--- src/rtl/selfclk_rx_pkg.sv ---
package selfclk_rx_pkg;
  typedef enum logic [1:0] {
    RX_HUNT = 2'd0,
    RX_PRE  = 2'd1,
    RX_DATA = 2'd2
  } rx_state_e;

  function automatic logic [3:0] clamp_log(input logic [3:0] n,
                                           input logic [3:0] lo,
                                           input logic [3:0] hi);
    if (n < lo) return lo;
    if (n > hi) return hi;
    return n;
  endfunction
endpackage

--- src/rtl/selfclk_rx_sync.sv ---
module selfclk_rx_sync #(
  parameter int STAGES = 2
) (
  input  logic clk,
  input  logic rst_n,
  input  logic din,
  output logic rise,
  output logic fall
);
  logic [STAGES:0] sh_q;
  logic [STAGES:0] fill_q;
  logic            lvl, prev, warm;

  always_ff @(posedge clk or negedge rst_n) begin
    if (!rst_n) begin
      sh_q   <= '0;
      fill_q <= '0;
    end else begin
      sh_q   <= {sh_q[STAGES-1:0], din};
      fill_q <= {fill_q[STAGES-1:0], 1'b1};
    end
  end

  assign lvl  = sh_q[STAGES-1];
  assign prev = sh_q[STAGES];
  assign warm = fill_q[STAGES];
  assign rise = warm & lvl & ~prev;
  assign fall = warm & ~lvl & prev;
endmodule

--- src/rtl/selfclk_rx_timer.sv ---
module selfclk_rx_timer #(
  parameter int CNT_W = 10,
  parameter int RUN_W = 11
) (
  input  logic             clk,
  input  logic             rst_n,
  input  logic             run_en,
  input  logic             any_edge,
  input  logic             mid_clr,
  output logic [CNT_W-1:0] mid_cnt,
  output logic [RUN_W-1:0] run_cnt
);
  always_ff @(posedge clk or negedge rst_n) begin
    if (!rst_n) begin
      mid_cnt <= '0;
      run_cnt <= '0;
    end else if (!run_en) begin
      mid_cnt <= '0;
      run_cnt <= '0;
    end else begin
      if (mid_clr)           mid_cnt <= CNT_W'(1);
      else if (mid_cnt != '1) mid_cnt <= mid_cnt + CNT_W'(1);
      if (any_edge)          run_cnt <= RUN_W'(1);
      else if (run_cnt != '1) run_cnt <= run_cnt + RUN_W'(1);
    end
  end
endmodule

--- src/rtl/selfclk_rx_assemble.sv ---
module selfclk_rx_assemble #(
  parameter int LOG_MAX = 10,
  localparam int W    = 1 << LOG_MAX,
  localparam int NB_W = LOG_MAX + 1
) (
  input  logic         clk,
  input  logic         rst_n,
  input  logic         start,
  input  logic [3:0]   n_log,
  input  logic         shift_en,
  input  logic         shift_bit,
  input  logic         abort,
  output logic         at_last,
  output logic [W-1:0] word_data,
  output logic         word_valid,
  output logic         bit_data,
  output logic         bit_valid
);
  logic [W-1:0]    acc_q;
  logic [NB_W-1:0] cnt_q;
  logic [3:0]      n_q;
  logic [NB_W-1:0] target;
  logic            last;

  assign target  = NB_W'(1) << n_q;
  assign at_last = (cnt_q + NB_W'(1)) == target;
  assign last    = shift_en & at_last;

  always_ff @(posedge clk or negedge rst_n) begin
    if (!rst_n) begin
      acc_q      <= '0;
      cnt_q      <= '0;
      n_q        <= 4'd3;
      word_data  <= '0;
      word_valid <= 1'b0;
      bit_data   <= 1'b0;
      bit_valid  <= 1'b0;
    end else begin
      bit_valid  <= shift_en;
      word_valid <= last;
      if (shift_en) bit_data <= shift_bit;
      if (start) begin
        acc_q <= '0;
        cnt_q <= '0;
        n_q   <= n_log;
      end else if (abort) begin
        acc_q <= '0;
        cnt_q <= '0;
      end else if (shift_en) begin
        if (last) begin
          word_data <= {acc_q[W-2:0], shift_bit};
          acc_q     <= '0;
          cnt_q     <= '0;
        end else begin
          acc_q <= {acc_q[W-2:0], shift_bit};
          cnt_q <= cnt_q + NB_W'(1);
        end
      end
    end
  end
endmodule

--- src/rtl/selfclk_rx.sv ---
module selfclk_rx
  import selfclk_rx_pkg::*;
#(
  parameter int LOG_MIN     = 3,
  parameter int LOG_MAX     = 10,
  parameter int CNT_W       = 10,
  parameter int MIN_PER     = 50,
  parameter int MAX_PER     = 1000,
  parameter int SYNC_STAGES = 2
) (
  input  logic                     clk,
  input  logic                     rst_n,
  input  logic                     cfg_sel,
  input  logic                     rx_line,
  input  logic [3:0]               size_log,
  output logic                     bit_data,
  output logic                     bit_valid,
  output logic [(1<<LOG_MAX)-1:0]  word_data,
  output logic                     word_valid,
  output logic                     brk_pulse
);
  localparam int RUN_W = CNT_W + 1;
  localparam logic [CNT_W-1:0] PMIN = CNT_W'(MIN_PER);
  localparam logic [CNT_W-1:0] PMAX = CNT_W'(MAX_PER);

  rx_state_e        st_q, st_n;
  logic             rise, fall, any_edge, active;
  logic [CNT_W-1:0] mid_cnt, period_q, mid_thr;
  logic [RUN_W-1:0] run_cnt, brk_thr;
  logic             mid_clr, accept, shift_en, abort, brk_n, per_load, at_last;

  selfclk_rx_sync #(.STAGES(SYNC_STAGES)) u_sync (
    .clk(clk), .rst_n(rst_n), .din(rx_line), .rise(rise), .fall(fall)
  );

  selfclk_rx_timer #(.CNT_W(CNT_W), .RUN_W(RUN_W)) u_timer (
    .clk(clk), .rst_n(rst_n), .run_en(active), .any_edge(any_edge),
    .mid_clr(mid_clr), .mid_cnt(mid_cnt), .run_cnt(run_cnt)
  );

  selfclk_rx_assemble #(.LOG_MAX(LOG_MAX)) u_asm (
    .clk(clk), .rst_n(rst_n), .start(accept),
    .n_log(clamp_log(size_log, 4'(LOG_MIN), 4'(LOG_MAX))),
    .shift_en(shift_en), .shift_bit(rise), .abort(abort), .at_last(at_last),
    .word_data(word_data), .word_valid(word_valid),
    .bit_data(bit_data), .bit_valid(bit_valid)
  );

  assign active   = ~cfg_sel;
  assign any_edge = rise | fall;
  assign mid_thr  = period_q - (period_q >> 2);
  assign brk_thr  = {1'b0, period_q} + {2'b0, period_q[CNT_W-1:1]};

  always_comb begin
    st_n     = st_q;
    mid_clr  = 1'b0;
    accept   = 1'b0;
    shift_en = 1'b0;
    abort    = 1'b0;
    brk_n    = 1'b0;
    per_load = 1'b0;
    if (!active) begin
      st_n  = RX_HUNT;
      abort = (st_q == RX_DATA);
    end else begin
      case (st_q)
        RX_HUNT: begin
          if (any_edge) begin
            st_n    = RX_PRE;
            mid_clr = 1'b1;
          end
        end
        RX_PRE: begin
          if (any_edge) begin
            if (mid_cnt >= PMIN && mid_cnt <= PMAX) begin
              st_n     = RX_DATA;
              accept   = 1'b1;
              mid_clr  = 1'b1;
              per_load = 1'b1;
            end else begin
              st_n = RX_HUNT;
            end
          end else if (mid_cnt > PMAX) begin
            st_n = RX_HUNT;
          end
        end
        RX_DATA: begin
          if (run_cnt >= brk_thr) begin
            brk_n = 1'b1;
            abort = 1'b1;
            st_n  = RX_HUNT;
          end else if (any_edge && mid_cnt >= mid_thr) begin
            shift_en = 1'b1;
            mid_clr  = 1'b1;
            per_load = 1'b1;
            if (at_last) st_n = RX_HUNT;
          end
        end
        default: st_n = RX_HUNT;
      endcase
    end
  end

  always_ff @(posedge clk or negedge rst_n) begin
    if (!rst_n) begin
      st_q      <= RX_HUNT;
      period_q  <= PMAX;
      brk_pulse <= 1'b0;
    end else begin
      st_q      <= st_n;
      brk_pulse <= brk_n;
      if (per_load) period_q <= mid_cnt;
    end
  end
endmodule

--- config.mk ---
export PLATFORM = sky130hd
export DESIGN_NAME = selfclk_rx
export DESIGN_NICKNAME = d
export VERILOG_FILES = /design/src/rtl/selfclk_rx_pkg.sv /design/src/rtl/selfclk_rx_sync.sv /design/src/rtl/selfclk_rx_timer.sv /design/src/rtl/selfclk_rx_assemble.sv /design/src/rtl/selfclk_rx.sv
export SDC_FILE = /design/constraint.sdc
export NUM_CORES = 2
export LEC_CHECK = 0
export ABC_CLOCK_PERIOD_IN_PS = 5000
export BUFFER_PORTS_ARGS = -buffer_cell sky130_fd_sc_hd__buf_2
export CAP_MARGIN = 0
export CELL_PAD_IN_SITES_DETAIL_PLACEMENT = 0
export CELL_PAD_IN_SITES_GLOBAL_PLACEMENT = 1
export CORE_ASPECT_RATIO = 1.25
export CORE_MARGIN = 4
export CORE_UTILIZATION = 28
export DETAILED_ROUTE_END_ITERATION = 10
export GPL_ROUTABILITY_DRIVEN = 0
export GPL_TIMING_DRIVEN = 1
export PLACE_DENSITY_LB_ADDON = 0.05
export SLEW_MARGIN = 10
export SYNTH_ARGS = -nofsm -noshare
export SYNTH_HDL_FRONTEND = slang
export SYNTH_SLANG_ARGS = --single-unit
--- constraint.sdc ---
create_clock -name clk -period 5 [get_ports clk]
set_input_delay 1 -clock clk [delete_from_list [all_inputs] [get_ports clk]]
set_output_delay 1 -clock clk [all_outputs]
set_load 0.1 [all_outputs]
After elaboration in Yosys (flattened, before gate mapping)
Index checks and enable logic that the tools add are counted.
{"block": "classes", "add_sub_neg": 5, "n_lt_le_gt_ge": 7, "n_eq_ne": 9, "n_shift": 1, "n_mux": 47, "bitwise_logic": 10, "reduce_logical": 8}
{"cell": "2-to-1 mux 1023 bit", "n": 4}
{"cell": "2-to-1 mux 11 bit", "n": 7}
{"cell": "2-to-1 mux 10 bit", "n": 3}
{"cell": "adder 11 x 1 -> 11 bit (second input constant)", "n": 2}
{"cell": "2-to-1 mux 1 bit", "n": 18}
{"cell": "2-to-1 mux 2 bit", "n": 8}
{"cell": "2-to-1 mux 4 bit", "n": 4}
{"cell": "adder 10 x 9 -> 11 bit", "n": 1}
{"cell": "== test 11 bit", "n": 1}
{"cell": ">= comparator 11 bit", "n": 1}
{"cell": "!= test 11 bit (second input constant)", "n": 1}
{"cell": "left shift 1 x 4 -> 11 bit (first input constant)", "n": 1}
{"cell": "adder 10 x 1 -> 10 bit (second input constant)", "n": 1}
{"cell": ">= comparator 10 bit", "n": 1}
{"cell": ">= comparator 10 x 6 -> 1 bit (second input constant)", "n": 1}
{"cell": "> comparator 10 bit (second input constant)", "n": 1}
{"cell": "less-or-equal comparator 10 bit (second input constant)", "n": 1}
{"cell": "!= test 10 bit (second input constant)", "n": 1}
{"cell": "subtractor 10 x 8 -> 10 bit", "n": 1}
{"cell": "nonzero test 3 bit", "n": 3}
{"cell": "!= test 4 x 2 -> 1 bit (second input constant)", "n": 2}
{"cell": "AND reduction 4 bit", "n": 2}
{"cell": "one-hot mux 2 bit (3 select lines)", "n": 1}
{"cell": "bitwise AND 1 bit", "n": 5}
{"cell": "12 further kinds", "n": 16}
{"block": "word_totals", "ff_bits": 2105}

Depth between registers and ports, before layout
{"block": "logic_depth", "ltp_word": 14, "mapped_depth": 24}

Modules after synthesis
Synthesis repeated with hierarchy kept, for this count alone.
{"block": "hier_totals", "cells_unflattened": 4941, "hier_area_um2": 79707.7}
{"mod": "selfclk_rx_assemble", "n_inst": 1, "cells_each": 4575, "area_each_um2": 76353.2, "seq_area_each_um2": 51677.1}
{"mod": "selfclk_rx", "n_inst": 1, "cells_each": 232, "area_each_um2": 1991.9, "seq_area_each_um2": 332.8}
{"mod": "selfclk_rx_timer", "n_inst": 1, "cells_each": 125, "area_each_um2": 1191.1, "seq_area_each_um2": 525.5}
{"mod": "selfclk_rx_sync", "n_inst": 1, "cells_each": 9, "area_each_um2": 171.4, "seq_area_each_um2": 150.1}

Worst setup path before layout
No wires, ideal clock.
{"block": "synth_timing", "kind": "reg2reg", "start": "register period_q[3]", "end": "register u_asm.acc_q[491]", "arrival_time_ns": 4.481, "t_required_ns": 4.934, "path_slack_ns": 0.452, "path_stages_with_launch": 21, "path_buffers": 3, "period_less_slack_ns": 4.548, "cell_sequence": "dfstp_2 > inv_1 > ha_1 > nor2b_1 > o21ai_0 > a21oi_1 > o21ai_0 > nand2b_1 > a31o_2 > a211oi_1 > xnor2_1 > ha_1 > o21ai_0 > nor2_1 > o311ai_0 > nand3b_1 > a21oi_1 > clkbuf_1 > clkbuf_1 > clkbuf_1 > a22o_1"}
{"block": "synth_between", "elab_chain_cells": 12, "word_cells_on_any_way": 18, "classes_between": "add/sub (2); order compare (2); mux (11); bitwise (1); reduce/logical (2)"}
{"element": "start, declared", "line": "selfclk_rx.sv:28", "rtl": "logic [CNT_W-1:0] mid_cnt, period_q, mid_thr;"}
{"element": "start signal, assigned", "line": "selfclk_rx.sv:112", "rtl": "if (per_load) period_q <= mid_cnt;"}
{"element": "subtractor 10 x 8 -> 10 bit", "line": "selfclk_rx.sv:51", "rtl": "assign mid_thr = period_q - (period_q >> 2);"}
{"element": ">= comparator 10 bit", "line": "selfclk_rx.sv:92", "rtl": "end else if (any_edge && mid_cnt >= mid_thr) begin"}
{"element": "logical AND 1 bit", "line": "selfclk_rx.sv:92"}
{"element": "2-to-1 mux 1 bit", "line": "selfclk_rx.sv:92"}
{"element": "2-to-1 mux 1 bit", "line": "selfclk_rx.sv:88", "rtl": "if (run_cnt >= brk_thr) begin"}
{"element": "2-to-1 mux 1 bit", "line": "selfclk_rx.sv:66", "rtl": "case (st_q)"}
{"element": "2-to-1 mux 1 bit", "line": "selfclk_rx.sv:62", "rtl": "if (!active) begin"}
{"element": "bitwise AND 1 bit", "line": "selfclk_rx_assemble.sv:27", "rtl": "assign last = shift_en & at_last;"}
{"element": "2-to-1 mux 1023 bit", "line": "selfclk_rx_assemble.sv:50", "rtl": "if (last) begin"}
{"element": "2-to-1 mux 1023 bit", "line": "selfclk_rx_assemble.sv:49", "rtl": "end else if (shift_en) begin"}
{"element": "2-to-1 mux 1023 bit", "line": "selfclk_rx_assemble.sv:46", "rtl": "end else if (abort) begin"}
{"element": "2-to-1 mux 1023 bit", "line": "selfclk_rx_assemble.sv:42", "rtl": "if (start) begin"}
{"element": "end signal, assigned", "line": "selfclk_rx_assemble.sv:55", "rtl": "acc_q <= {acc_q[W-2:0], shift_bit};"}
{"element": "end, declared", "line": "selfclk_rx_assemble.sv:19", "rtl": "logic [W-1:0] acc_q;"}
Parallel ways exist; a longest one is shown, timed or not. The select of a mux whose other input is x is not followed.
A chain may end at the register's enable or synchronous reset.

Worst setup path in the final report
{"block": "layout_timing", "start": "register period_q[1]", "end": "register u_asm.word_data[265]"}
{"block": "layout_between", "elab_chain_cells": 9, "word_cells_on_any_way": 15, "classes_between": "add/sub (2); order compare (2); mux (7); bitwise (2); reduce/logical (2)"}
{"element": "subtractor 10 x 8 -> 10 bit", "line": "selfclk_rx.sv:51"}
{"element": ">= comparator 10 bit", "line": "selfclk_rx.sv:92"}
{"element": "logical AND 1 bit", "line": "selfclk_rx.sv:92"}
{"element": "2-to-1 mux 1 bit", "line": "selfclk_rx.sv:92"}
{"element": "2-to-1 mux 1 bit", "line": "selfclk_rx.sv:88"}
{"element": "2-to-1 mux 1 bit", "line": "selfclk_rx.sv:66"}
{"element": "2-to-1 mux 1 bit", "line": "selfclk_rx.sv:62"}
{"element": "bitwise AND 1 bit", "line": "selfclk_rx_assemble.sv:27"}
{"element": "AND reduction 4 bit (no line) (*)"}
{"element": "end signal, assigned", "line": "selfclk_rx_assemble.sv:51", "rtl": "word_data <= {acc_q[W-2:0], shift_bit};"}
{"element": "end, declared", "line": "selfclk_rx_assemble.sv:14", "rtl": "output logic [W-1:0] word_data,"}
Every way passes the cells marked *; elsewhere a longest branch is shown, timed or not.

==> impl_metrics.env <==
export IMPL_die_area_mm2=0.286
export IMPL_pre_cts_slack_ns=-0.317
export IMPL_maxCapViolations=0
export IMPL_antenna_left=0
export IMPL_dp_cells=9617
export IMPL_post_route_period_util=0.945
export IMPL_clock_sinks=2105
export IMPL_drtPass1Iterations=5
export IMPL_dr_total_vias=47700
export IMPL_initialDrtViolationCount=2617
export IMPL_yosysWarnings=0
export IMPL_cts_root_buf="clkbuf_16"
export IMPL_rrSetupSlack_ns=0.27
export IMPL_path_common_cell="buf_12"
export IMPL_grt_overflow_total=0
export IMPL_p_total_uw=34800
export IMPL_crit_path_end="u_asm.word_data[265]"
export IMPL_synthArstFlopShare=1.00
export IMPL_hold_class="primary input to asynchronous set/reset pin"
export IMPL_grt_pass1_vias=50700
export IMPL_die_h_um=597
export IMPL_ys_seq_elements=2105
export IMPL_ys_seq_area_frac=0.679
export IMPL_grt_pass1_wl_um=374000
export IMPL_synth_edf_count=0
export IMPL_power_leakage_uw=0.0519
export IMPL_setup_viol=0
export IMPL_io_buffer_count=1035
export IMPL_syn_inst=4913
export IMPL_grtUsageTotal=0.173
export IMPL_fin_crit_ns=4.73
export IMPL_yosysMostFrequentCell="dfrtp_1"
export IMPL_drv_slew=0
export IMPL_synth_nets=4971
export IMPL_numCtsBuffers=232
export IMPL_setup_tns_ns=0
export IMPL_critPathLaunch="period_q[1]"
export IMPL_drt_wirelength_per_cell_um=25.1
export IMPL_routed_wl_um=254000
export IMPL_worstSetupStartpointType="flip-flop"
export IMPL_core_mm2=0.275
export IMPL_run_status="finished, final reports clean"
export IMPL_cts_tree="yes"
export IMPL_synth_simple_gate_area_share=0.0111
export IMPL_hold_buffers=0
export IMPL_place_hpwl_um=181000
export IMPL_netlist_top_cells_area="dfrtp_1, a22o_1, mux2_2"
export IMPL_relSlewSlack=0.266
export IMPL_fmax_mhz=212
export IMPL_powerDensity_mw_per_mm2=351
export IMPL_h_tree_depth=4
export IMPL_crit_path_top_delay_cell="dfrtp_1"
export IMPL_synth_top_area_share=0.676
export IMPL_syn_to_final_growth_pct=27.6
export IMPL_final_cells=10100
export IMPL_clkLatencyLatePin_ns=0.88
export IMPL_timing_rr_start="period_q[1]"
export IMPL_synth_fa_ha_area_frac=0.00825
export IMPL_cp_arrival_ns=5.48
export IMPL_synth_compound_area_share=0.124
export IMPL_yosys_top_cells_count="dfrtp_1, a22o_1, mux2_2"
export IMPL_dominantRegCellSynth="dfrtp_1"
export IMPL_rows=215
export IMPL_reg2reg_depth=25
export IMPL_max_stage_delay_ns=0.42
export IMPL_die_x_um=479
export IMPL_final_nets=6289
export IMPL_reg2reg_to="u_asm.word_data[265]"
export IMPL_critPathCaptureType="flip-flop"
export IMPL_clkTransAtPathRegs_ns=0.06
export IMPL_via_per_inst=4.73
export IMPL_antenna_found_initial=8
export IMPL_synth_xor_xnor_area_share=0.00451
export IMPL_cp_max_fo=7
export IMPL_finalClockSkew_ns=0.0580
export IMPL_tightest_slew_ns=1.10
export IMPL_cts_max_path_buffers=4
export IMPL_grt_max_degree=109
export IMPL_drive_gt1_frac=0.392
export IMPL_n_fill_cell=26600
export IMPL_route_detailed_drc=0
export IMPL_syn_area_mm2=0.0776
export IMPL_synth_top_area_cell="dfrtp_1"
export IMPL_ios=1036
export IMPL_criticalPathCategory="flip-flop to flip-flop"
export IMPL_ys_types=63
export IMPL_start_util=0.282
export IMPL_post_route_util=0.360
export IMPL_cp_required_ns=5.75
export IMPL_synth_top_family_by_area="multiplexers"
export IMPL_hold_violations=0
export IMPL_layout_setup_ws_ns=0.275
export IMPL_avgSynthCellArea_um2=15.8
export IMPL_max_vdd_ir_drop_v=0.000292
export IMPL_synth_mux_area_frac=0.150
export IMPL_rsz0062_at_grt="yes"
==> metrics by stage <==
stage	cell area (um^2)	hold WS (ns)
2_1_floorplan	77600	0.331
3_5_place_dp	90100	0.336
6_report	99100	0.167
3_3_place_gp	90100	0.334
4_1_cts	98100	0.152
5_1_grt	99100	0.176
==> report_power, final <==
part	leakage (uW)	switching, uW	internal (uW)
clock network	0.00368	7120	10100
logic	0.0189	426	119
registers	0.0293	18.7	17100
==> metal layers <==
layer,wire length [um],global-route usage
met2,117000,0.273
met3,17300,0.0509
met4,5970,0.0391
met1,114000,0.235
met5,0,0
==> layout by cell type, fill, tap and decap left out, drive strengths merged, types with 6 or more instances in the layout <==
cell,n
nand4,9
xnor2,25
and3,6
a22o,1026
buf,1433
diode,7
ha,48
mux2,1029
nor2,39
inv,39
a211oi,6
nand2,32
a21oi,28
clkbuf,369
nand2b,8
o21ai,35
dfrtp,2097
mux2i,6
o21bai,6
bufinv,13
xor2,15
clkinv,25
dfstp,8
nand3,20
nand3b,6
==> state kept, by name, summed over array words and instances (netlist names) <==
signal,count
u_asm.word_data,1024
u_asm.acc_q,1023
u_asm.cnt_q,11
u_timer.run_cnt,11
period_q,10
u_timer.mid_cnt,10
u_asm.n_q,4
u_sync.fill_q,3
u_sync.sh_q,3
st_q,2
brk_pulse,1
u_asm.bit_data,1
u_asm.bit_valid,1
u_asm.word_valid,1
==> cell families (layout without fill, tap and decap cells) <==
kind of cell / after synthesis / count (layout)
compound gates: 1126 / 1126
flops: 2105 / 2105
buf+inv: 395 / 1883
other cells: 1 / 8
simple gates: 161 / 161
xor+xnor: 40 / 40
fa+ha+maj: 50 / 50
mux: 1035 / 1035
==> worst min-delay path by stage <==
stage                                start              endpoint  slack [ns]
after floorplan           u_sync.fill_q[0]      u_sync.fill_q[1]        0.33
after global placement    u_sync.fill_q[0]      u_sync.fill_q[1]        0.33
after detailed placement  u_sync.fill_q[0]      u_sync.fill_q[1]        0.34
after CTS                            rst_n  u_asm.word_data[897]        0.15
after global routing                 rst_n  u_asm.word_data[897]        0.18
final                                rst_n  u_asm.word_data[897]        0.17
==> area by class of cell <==
class / count / area, um^2 / share of cell area
sequential: 2105 / 52700 / 0.532
multi-input combinational: 2413 / 23400 / 0.236
timing repair buffer: 1443 / 10700 / 0.108
clock buffer: 359 / 6890 / 0.0695
tap: 3689 / 4620 / 0.0466
clock inverter: 45 / 621 / 0.00626
inverter: 36 / 135 / 0.00136
antenna: 7 / 17.5 / 0.000177
==> timing repair <==
item / 4_1_cts / 5_1_grt
buffers inserted: 23 / 34
pin swaps: 11 / 14
gates cloned: 3 / 10
hold endpoints to repair: 0 / 0
resized for setup: 21 / 107
setup endpoints to repair: 1878 / 2020
==> critical path: cells and delay by family, from the launching register on <==
| family | cells | cell delay (ns) |
|---|---|---|
| buffers and inverters | 8 | 1.15 |
| AO/OA/AOI/OAI | 8 | 1.25 |
| AND/OR/NAND/NOR | 5 | 0.78 |
| adder cells (fa/ha/maj) | 2 | 0.55 |
| XOR/XNOR | 1 | 0.14 |
| flip-flops | 1 | 0.42 |
| multiplexers | 1 | 0.33 |
No activity file was read; power rests on OpenSTA's default activity.
